===== src/rtl/subsec_alarm_pkg.sv =====
package subsec_alarm_pkg;

    localparam int unsigned SSA_MAX_W = 16;

    typedef enum logic [1:0] {
        OP_HOLD   = 2'd0,
        OP_LOAD   = 2'd1,
        OP_STEP   = 2'd2,
        OP_RELOAD = 2'd3
    } cnt_op_e;

endpackage


===== src/rtl/ssa_ctrl.sv =====
module ssa_ctrl #(
    parameter int unsigned CNT_W = 8
) (
    input  logic             clk_i,
    input  logic             rst_ni,
    input  logic             tick_i,
    input  logic             en_wr_i,
    input  logic             en_wdata_i,
    input  logic             ivl_wr_i,
    input  logic [CNT_W-1:0] ivl_wdata_i,
    output logic             enable_o,
    output logic             busy_o,
    output logic [CNT_W-1:0] interval_o,
    output logic             load_o,
    output logic             step_o
);

    typedef struct packed {
        logic             ase;
        logic             run;
        logic             busy;
        logic [CNT_W-1:0] ivl;
    } ctrl_t;

    ctrl_t st_d, st_q;

    always_comb begin
        st_d = st_q;
        if (en_wr_i) begin
            st_d.ase = en_wdata_i;
        end
        // the running state only follows the written enable on a tick
        if (tick_i) begin
            st_d.run = st_q.ase;
        end
        st_d.busy = (st_d.ase != st_d.run);
        if (ivl_wr_i && !st_q.ase && !st_q.busy) begin
            st_d.ivl = ivl_wdata_i;
        end
        load_o = tick_i && st_q.ase && !st_q.run;
        step_o = tick_i && st_q.ase && st_q.run;
    end

    always_ff @(posedge clk_i or negedge rst_ni) begin
        if (!rst_ni) begin
            st_q <= '0;
        end else begin
            st_q <= st_d;
        end
    end

    assign enable_o   = st_q.ase;
    assign busy_o     = st_q.busy;
    assign interval_o = st_q.ivl;

endmodule


===== src/rtl/ssa_counter.sv =====
module ssa_counter
    import subsec_alarm_pkg::*;
#(
    parameter int unsigned CNT_W = 8
) (
    input  logic             clk_i,
    input  logic             rst_ni,
    input  logic             load_i,
    input  logic             step_i,
    input  logic [CNT_W-1:0] reload_i,
    output logic             rollover_o
);

    typedef struct packed {
        logic [CNT_W-1:0] cnt;
    } cnt_t;

    cnt_t    st_d, st_q;
    cnt_op_e op;

    always_comb begin
        op = OP_HOLD;
        if (load_i) begin
            op = OP_LOAD;
        end else if (step_i) begin
            op = (st_q.cnt == CNT_W'(1)) ? OP_RELOAD : OP_STEP;
        end

        st_d = st_q;
        unique case (op)
            OP_LOAD, OP_RELOAD: st_d.cnt = reload_i;
            OP_STEP:            st_d.cnt = st_q.cnt - CNT_W'(1);
            default:            st_d.cnt = st_q.cnt;
        endcase
        rollover_o = (op == OP_RELOAD);
    end

    always_ff @(posedge clk_i or negedge rst_ni) begin
        if (!rst_ni) begin
            st_q <= '0;
        end else begin
            st_q <= st_d;
        end
    end

endmodule


===== src/rtl/ssa_flag.sv =====
module ssa_flag (
    input  logic clk_i,
    input  logic rst_ni,
    input  logic alarm_i,
    input  logic clr_i,
    input  logic irq_en_i,
    input  logic wake_gate_i,
    output logic flag_o,
    output logic irq_o,
    output logic wake_o
);

    typedef struct packed {
        logic flag;
        logic irq;
        logic wake;
    } flag_t;

    flag_t st_d, st_q;

    always_comb begin
        st_d = st_q;
        if (clr_i) begin
            st_d.flag = 1'b0;
        end
        // a new alarm wins over a clear in the same cycle
        if (alarm_i) begin
            st_d.flag = 1'b1;
        end
        st_d.irq  = st_d.flag && irq_en_i;
        st_d.wake = st_d.irq && wake_gate_i;
    end

    always_ff @(posedge clk_i or negedge rst_ni) begin
        if (!rst_ni) begin
            st_q <= '0;
        end else begin
            st_q <= st_d;
        end
    end

    assign flag_o = st_q.flag;
    assign irq_o  = st_q.irq;
    assign wake_o = st_q.wake;

endmodule


===== src/rtl/subsec_alarm.sv =====
module subsec_alarm
    import subsec_alarm_pkg::*;
#(
    parameter int unsigned CNT_W = 8
) (
    input  logic             clk_i,
    input  logic             rst_ni,
    input  logic             tick256_i,
    input  logic             en_wr_i,
    input  logic             en_wdata_i,
    input  logic             ivl_wr_i,
    input  logic [CNT_W-1:0] ivl_wdata_i,
    input  logic             flag_clr_i,
    input  logic             irq_en_i,
    input  logic             wake_gate_i,
    output logic             enable_o,
    output logic             busy_o,
    output logic [CNT_W-1:0] interval_o,
    output logic             flag_o,
    output logic             irq_o,
    output logic             wake_o
);

    if (CNT_W < 1 || CNT_W > SSA_MAX_W) begin : g_bad_width
        $error("CNT_W out of range");
    end

    logic load;
    logic step;
    logic rollover;

    ssa_ctrl #(.CNT_W(CNT_W)) u_ctrl (
        .clk_i       (clk_i),
        .rst_ni      (rst_ni),
        .tick_i      (tick256_i),
        .en_wr_i     (en_wr_i),
        .en_wdata_i  (en_wdata_i),
        .ivl_wr_i    (ivl_wr_i),
        .ivl_wdata_i (ivl_wdata_i),
        .enable_o    (enable_o),
        .busy_o      (busy_o),
        .interval_o  (interval_o),
        .load_o      (load),
        .step_o      (step)
    );

    ssa_counter #(.CNT_W(CNT_W)) u_cnt (
        .clk_i      (clk_i),
        .rst_ni     (rst_ni),
        .load_i     (load),
        .step_i     (step),
        .reload_i   (interval_o),
        .rollover_o (rollover)
    );

    ssa_flag u_flag (
        .clk_i       (clk_i),
        .rst_ni      (rst_ni),
        .alarm_i     (rollover),
        .clr_i       (flag_clr_i),
        .irq_en_i    (irq_en_i),
        .wake_gate_i (wake_gate_i),
        .flag_o      (flag_o),
        .irq_o       (irq_o),
        .wake_o      (wake_o)
    );

endmodule


===== config.mk =====
export PLATFORM = sky130hd
export DESIGN_NAME = subsec_alarm
export DESIGN_NICKNAME = d
export VERILOG_FILES = /design/src/rtl/subsec_alarm_pkg.sv /design/src/rtl/ssa_ctrl.sv /design/src/rtl/ssa_counter.sv /design/src/rtl/ssa_flag.sv /design/src/rtl/subsec_alarm.sv
export SDC_FILE = /design/constraint.sdc
export NUM_CORES = 1
export LEC_CHECK = 0
export BUFFER_PORTS_ARGS = -buffer_cell sky130_fd_sc_hd__buf_2
export CORE_MARGIN = 1.5
export CORE_UTILIZATION = 47
export DETAILED_ROUTE_END_ITERATION = 8
export PLACE_DENSITY = 0.73
export SLEW_MARGIN = 10
export SYNTH_ARGS = -nofsm -noshare
export SYNTH_HDL_FRONTEND = slang
export SYNTH_SLANG_ARGS = --single-unit

===== constraint.sdc =====
create_clock -name clk_i -period 2 [get_ports clk_i]
set_input_delay 0.2 -clock clk_i [delete_from_list [all_inputs] [get_ports clk_i]]
set_output_delay 0.2 -clock clk_i [all_outputs]
set_load 0.03 [all_outputs]

==> run summary, run 1 <==
Status: finished, final reports clean
CTS tree: yes
Synth warnings: 0
Min-delay worst type: primary input to flip-flop
Horiz. Die Dim: 51.29 um
Wire per inst: 13.93 um
TritonRoute pass-1 iters: 4
R2r startpoint: u_cnt.st_q[1]
Peak VDD IR: 0.9144 mV
R2R depth: 6
Placeable core area: 2212 um^2
Starting Density: 0.4955
DPL Wire Length: 1581 um
Worst setup path endpoint: u_cnt.st_q[3]
Seq/Total Area, Yosys: 0.5023
Area Overhead vs Synth: 15.18%
Initial antenna violation count: 0
R2r setup slk: 0.13 ns
Final WS setup: 0.1303 ns
Final Hold Viols: 0
WP data required: 2.23 ns
Final WL: 2132 um
Critical Path Max Stage Delay: 0.50 ns
Pre-CTS setup slack: 0.1753 ns
Register bit count reported by yosys: 22
Leakage: 0.5884 nW
Vias/cell: 5.503
Final Net Count: 145
Final setup TNS: 0 ns
1st-iter DRT viols: 28
H-tree depth: 1
Worst Path Arrival: 2.10 ns
Slew Limit Headroom: 0.6760
Via Count: 842
Post-Syn Nets: 119
Synth Instances: 100
Fin crit share: 0.9348
Clock slew at reported path FFs: 0.12 ns
Final ANT Viol Nets: 0
Critical path, cell by cell: inv_1 > ha_1 > or3b_2 > o21ai_2 > o21ai_0 > a22oi_1
Die area: 2631 um^2
First-pass GRT wire length: 3456 um
Row cnt: 17
Clk sinks: 22
Clock Tree Buf Depth: 2
Minimum clock period: 1.870 ns
Global placer's final weighted congestion: 0.7599
Crit start category: flip-flop
Die Span Y: 51.29 um
Commonest non-fill, non-tap cells in the layout: 29 x buf_2, 22 x dfrtp_1, 9 x mux2_2, 9 x o21ai_0, 7 x nand3_1
CP max-delay cell: or3b_2
HP Start: irq_en_i
Kind of critical path: flip-flop to flip-flop
IO Port Bufs: 29
RSZ-0062 raised after global routing: no
Number of setup buffers added after CTS: 0
Achievable Freq: 534.8 MHz
Critical Path End Type: flip-flop
Cts repair resizes: 0
Max Cap Viol: 0
Largest net degree at the start of global routing: 23
Clock latency on the worst-skew pair: 0.31 ns
PwrDens: 1256 nW/um^2
Slew Limit Fails: 0
Fraction of final layout cells sized beyond drive strength 1: 0.3920
CTS Buf Count: 3
Setup crit start: u_cnt.st_q[1]
N_diodes: 0
Slew @ Worst Pin: 0.4860 ns
Root Buffer: clkbuf_4
Yosys cell types: 33
Syn Std Cell Area: 1096 um^2
Worst Path Max Fanout: 7
GRT overflow: 0
Remaining DRCs: 0
WHS: 0.09940 ns
# IOs: 30
Most common cell after layout, fill and taps aside: buf_2
# setup viols final: 0
Clock skew: 0.002950 ns
Post-synthesis average cell area: 10.96 um^2
Total track usage: 0.1781
Crit Reg-Reg Endpoint: u_cnt.st_q[3]
Vias in the first global route: 820
worst max-delay path: cells and delay by family, from the launching register on:
kind / cells / cell delay [ns]
simple gates: 1 / 0.50
fa+ha+maj: 1 / 0.16
compound gates: 3 / 0.59
flops: 1 / 0.44
buf+inv: 1 / 0.10
cell type report:
class	instances	area, um^2
inverter	6	22.52
timing repair buffer	31	162.7
tap	28	35.03
sequential	22	550.5
fill	191	949.7
clock buffer	4	36.28
multi-input combinational	62	455.4
kinds of logic after synthesis:
family / share of synthesized area
adders and majority gates: 0.02283
xor gates and xnor gates: 0.007992
muxes: 0.09247
buffers and inverters: 0.08220
and+or+nand+nor: 0.1244
AOI/OAI and AO/OA: 0.1678
DFF: 0.5023
report_power, final:
group	switching [mW]	internal, mW
Combinational	0.353	0.238
Clock	0.134	0.111
Sequential	0.158	0.591
Yosys cell counts:
| master | count | area (um^2) |
|---|---|---|
| a31oi_1 | 1 | 6.260 |
| o21ai_2 | 1 | 8.760 |
| nand2_1 | 5 | 18.77 |
| nor4_1 | 1 | 6.260 |
| nor3_1 | 2 | 10.01 |
| or3b_2 | 1 | 8.760 |
| o311ai_0 | 1 | 8.760 |
| o31ai_1 | 1 | 7.510 |
| o21a_4 | 1 | 15.01 |
| xor2_1 | 1 | 8.760 |
| nor3b_1 | 1 | 7.510 |
| a21oi_2 | 1 | 8.760 |
| a2bb2oi_1 | 1 | 8.760 |
| buf_4 | 8 | 60.06 |
| o41a_1 | 1 | 11.26 |
| and2_1 | 2 | 12.51 |
| or4_4 | 1 | 11.26 |
| o22ai_1 | 1 | 6.260 |
| nand3_1 | 7 | 35.03 |
| and3_1 | 1 | 6.260 |
| o21ai_1 | 1 | 5.000 |
| o211ai_1 | 1 | 7.510 |
| a32o_1 | 1 | 10.01 |
| clkbuf_1 | 2 | 7.510 |
| inv_1 | 6 | 22.52 |
| ha_1 | 2 | 25.02 |
| a22oi_1 | 4 | 30.03 |
| o21ai_0 | 9 | 45.04 |
| dfrtp_1 | 22 | 550.5 |
| nor2_1 | 2 | 7.510 |
| a21oi_1 | 1 | 5.000 |
| mux2_2 | 9 | 101.4 |
| nor3b_2 | 1 | 12.51 |
layer usage:
metal / track usage / vias up / routed length [um]
met5: 0 / - / 0
met4: 0.1096 / 0 / 40
met3: 0.02632 / 5 / 109
met2: 0.2900 / 33 / 1046
met1: 0.2224 / 397 / 935
li1: - / 407 / -
through the flow:
stage,std cells,instance area (um^2),utilization,power (mW)
final,153,1262,0.5707,1.586
after global placement,148,1216,0.5498,1.315
after detailed placement,148,1216,0.5498,1.345
after global routing,153,1262,0.5707,1.681
after CTS,153,1262,0.5707,1.592
after floorplan,100,1096,-,1.243
flip-flops by register name, summed over array words and instances, names as in the netlist:
name / flops
u_cnt.st_q: 8
u_ctrl.busy_o: 1
u_ctrl.enable_o: 1
u_ctrl.interval_o: 8
u_ctrl.st_q: 1
u_flag.flag_o: 1
u_flag.irq_o: 1
u_flag.wake_o: 1
timing repair:
item,4_1_cts,5_1_grt
endpoints found under the setup margin,0,0
hold buffers,1,0
endpoints found under the hold margin,22,0
worst min path at each step:
stage / end / depth (start not counted)
floorplan: u_cnt.st_q[0] / 0
global placement: u_ctrl.interval_o[0] / 1
CTS: u_flag.irq_o / 2
finish: u_flag.irq_o / 2
detailed placement: u_ctrl.interval_o[0] / 1
global route: u_flag.irq_o / 2
Power figures use the tool's default switching activity.
==> run 2: changes to the inputs <==
--- a/config.mk
+++ b/config.mk
@@ -5,11 +5,11 @@
 export SDC_FILE = /design/constraint.sdc
 export NUM_CORES = 1
 export LEC_CHECK = 0
+export ABC_AREA = 1
 export BUFFER_PORTS_ARGS = -buffer_cell sky130_fd_sc_hd__buf_2
 export CORE_MARGIN = 1.5
-export CORE_UTILIZATION = 47
+export CORE_UTILIZATION = 30
 export DETAILED_ROUTE_END_ITERATION = 8
-export PLACE_DENSITY = 0.73
 export SLEW_MARGIN = 10
 export SYNTH_ARGS = -nofsm -noshare
 export SYNTH_HDL_FRONTEND = slang
==> run summary, run 2 <==
CTS Buf Count: 3 (unchanged)
Register Area: 550.5 um^2 (unchanged)
Number of setup buffers added after CTS: 0 (unchanged)
Setup crit start: u_cnt.st_q[1]
Remaining DRCs: 0 (unchanged)
TritonRoute pass-1 iters: 4 (unchanged)
Area leader, netlist: dfrtp_1
Syn Std Cell Area: 1160 um^2 (+5.8%)
Leakage: 0.6783 nW (+15%)
Synth Flop Type: dfrtp_1
R2r startpoint: u_cnt.st_q[1]
# fillers: 382 (+100%)
Post-layout util: 0.3677 (-0.2030)
GRT overflow: 0 (unchanged)
Final WL: 2144 um (+0.56%)
First-pass GRT wire length: 3712 um (+7.4%)
WP data required: 2.15 ns (-0.08 ns)
Clock skew: 0.006365 ns (+0.003415 ns)
Final Net Count: 172 (+19%)
Final setup TNS: 0 ns (unchanged)
N_diodes: 0 (unchanged)
Peak VDD IR: 0.6593 mV (-28%)
Final ANT Viol Nets: 0 (unchanged)
Synth warnings: 0 (unchanged)
Global placer's final weighted congestion: 0.7898 (+3.9%)
Root Buffer: clkbuf_8
Clock Tree Buf Depth: 2 (unchanged)
Crit start category: flip-flop
Post-synth ARST share: 1.000 (unchanged)
Clock latency on the worst-skew pair: 0.26 ns (-0.05 ns)
Worst Path Max Fanout: 5 (-2)
# setup viols final: 0 (unchanged)
Wire per inst: 10.77 um (-23%)
Crit Reg-Reg Endpoint: u_cnt.st_q[2]
CTS tree: yes
R2R depth: 9 (+3)
Minimum clock period: 1.359 ns (-0.5110 ns)
H-tree depth: 1 (unchanged)
Vias/cell: 4.417 (-20%)
Die area: 4248 um^2 (+61%)
# IOs: 30 (unchanged)
Slew Limit Headroom: 0.6795 (+0.003485)
Status: finished, final reports clean
Kind of critical path: flip-flop to flip-flop
Critical Path End Type: flip-flop
Slew Limit Fails: 0 (unchanged)
Post-Syn Nets: 145 (+22%)
Most common cell after layout, fill and taps aside: buf_2
Horiz. Die Dim: 65.18 um (+27%)
R2r setup slk: 0.64 ns (+0.51 ns)
Commonest cells in the synthesized netlist: 28 x nand2_1, 22 x dfrtp_1, 11 x inv_1, 11 x nand3_1, 8 x buf_4
Fraction of final layout cells sized beyond drive strength 1: 0.3444 (-0.04763)
Post-DP Area: 1305 um^2 (+7.3%)
Cts repair resizes: 0 (unchanged)
Synth Instances: 126 (+26%)
Post-synth EDFFs: 0 (unchanged)
Post-synthesis average cell area: 9.205 um^2 (-16%)
RSZ-0062 raised after global routing: no
Fin crit share: 0.6793 (-0.2555)
Seq/Total Area, Yosys: 0.4746 (-0.02763)
Row cnt: 22 (+5)
PwrDens: 1175 nW/um^2 (-6.5%)
DPL Wire Length: 1701 um (+7.6%)
Min-delay worst type: primary input to flip-flop
Commonest non-fill, non-tap cells in the layout: 29 x buf_2, 28 x nand2_1, 22 x dfrtp_1
Starting Density: 0.3145 (-0.1810)
Placeable core area: 3689 um^2 (+67%)
Worst setup path endpoint: u_cnt.st_q[2]
Max Cap Viol: 0 (unchanged)
Vias in the first global route: 855 (+4.3%)
Area Overhead vs Synth: 16.94%
Achievable Freq: 736.0 MHz (+38%)
Final Hold Viols: 0 (unchanged)
1st-iter DRT viols: 29 (+3.6%)
Clock slew at reported path FFs: 0.08 ns (-0.04 ns)
Post-route cell area: 1356 um^2 (+7.4%)
Worst Path Arrival: 1.51 ns (-0.59 ns)
IO Port Bufs: 29 (unchanged)
Total track usage: 0.1122 (-0.06592)
Slew @ Worst Pin: 0.4808 ns (-0.005228 ns)
Clk sinks: 22 (unchanged)
Largest net degree at the start of global routing: 23 (unchanged)
Register bit count reported by yosys: 22 (unchanged)
Count leader, synth: nand2_1
Synth top area cells: dfrtp_1 47%, nand2_1 9.1%, mux2_2 5.8%
Die Span Y: 65.18 um (+27%)
Multi-input gate area: 493.0 um^2 (+8.2%)
Share of the synthesized area in the top cell type: 0.4746 (-0.02763)
Yosys cell types: 24 (-27%)
Via Count: 879 (+4.4%)
Initial antenna violation count: 0 (unchanged)
==> run 2: cell types whose count changed after synthesis, sizes merged, moves of 3 or more <==
| cell | before | now |
|---|---|---|
| o21ai | 11 | 5 |
| nor2 | 2 | 9 |
| nand3 | 7 | 12 |
| inv | 6 | 14 |
| a22oi | 4 | 0 |
| nand2 | 5 | 33 |
| mux2 | 9 | 6 |
==> run 2: area by class of cell <==
| type | count | share of cell area |
|---|---|---|
| clock buffers | 3 | 0.03044 |
| inverters | 15 | 0.04151 |
| multi-input cells | 81 | 0.3635 |
| flip-flops and latches | 22 | 0.4059 |
| well taps | 48 | 0.04428 |
| repair buffers | 30 | 0.1144 |
==> run 2: power by group <==
part	switching, mW	internal (mW)
clock	0.134	0.134
combinational	0.427	0.233
sequential	0.0896	0.575
==> run 2: logic make-up after synthesis <==
logic type               count (synthesis)  synth area share
buffers and inverters                   23            0.1003
AND/OR/NAND/NOR                         57            0.2427
multiplexers                             6           0.05825
XOR/XNOR                                 4           0.03021
adder cells (fa/ha/maj)                  2           0.02157
flip-flops                              22            0.4747
AO/OA/AOI/OAI                           12           0.07228
==> run 2: worst min-delay path by stage <==
stage	start	to	slack, ns	depth (start not counted)
after detailed placement	rst_ni	u_ctrl.interval_o[0]	0.19	1
after CTS	ivl_wdata_i[1]	u_ctrl.interval_o[1]	0.16	2
final	ivl_wdata_i[1]	u_ctrl.interval_o[1]	0.17	2
after global routing	ivl_wdata_i[1]	u_ctrl.interval_o[1]	0.16	2
after floorplan	rst_ni	u_cnt.st_q[0]	-0.1	0
after global placement	rst_ni	u_ctrl.interval_o[0]	0.19	1
==> run 2: routing by layer <==
layer	vias up	track usage	wire length [um]
met1	397	0.1412	929
met3	5	0.01541	95
met2	28	0.1926	1081
met5	-	0	0
li1	449	-	-
met4	0	0.04688	38
==> run 2: stage by stage <==
stage               hold WS, ns  setup WS [ns]  total power, mW  cells
finish                   0.1653         0.6414            1.593    199
global route             0.1590         0.5358            1.709    199
CTS                      0.1644         0.6355            1.610    199
detailed placement       0.1906         0.6411            1.335    195
global placement         0.1916         0.6981            1.317    195
floorplan              -0.09559         0.6510            1.243    126
==> run 2: what timing repair did <==
action | in CTS | in global routing
endpoints found under the hold margin | 22 | 0
hold buffers | 1 | 0
endpoints found under the setup margin | 0 | 0
==> run 2: worst max-delay path, cell delays in order (launching register included) <==
cell	delay, ns
dfrtp_1	0.40
inv_1	0.08
ha_1	0.14
inv_1	0.06
nor2_4	0.17
nand2_2	0.10
nand2_2	0.11
nand2_1	0.06
nand3_1	0.06
o21ai_1	0.06
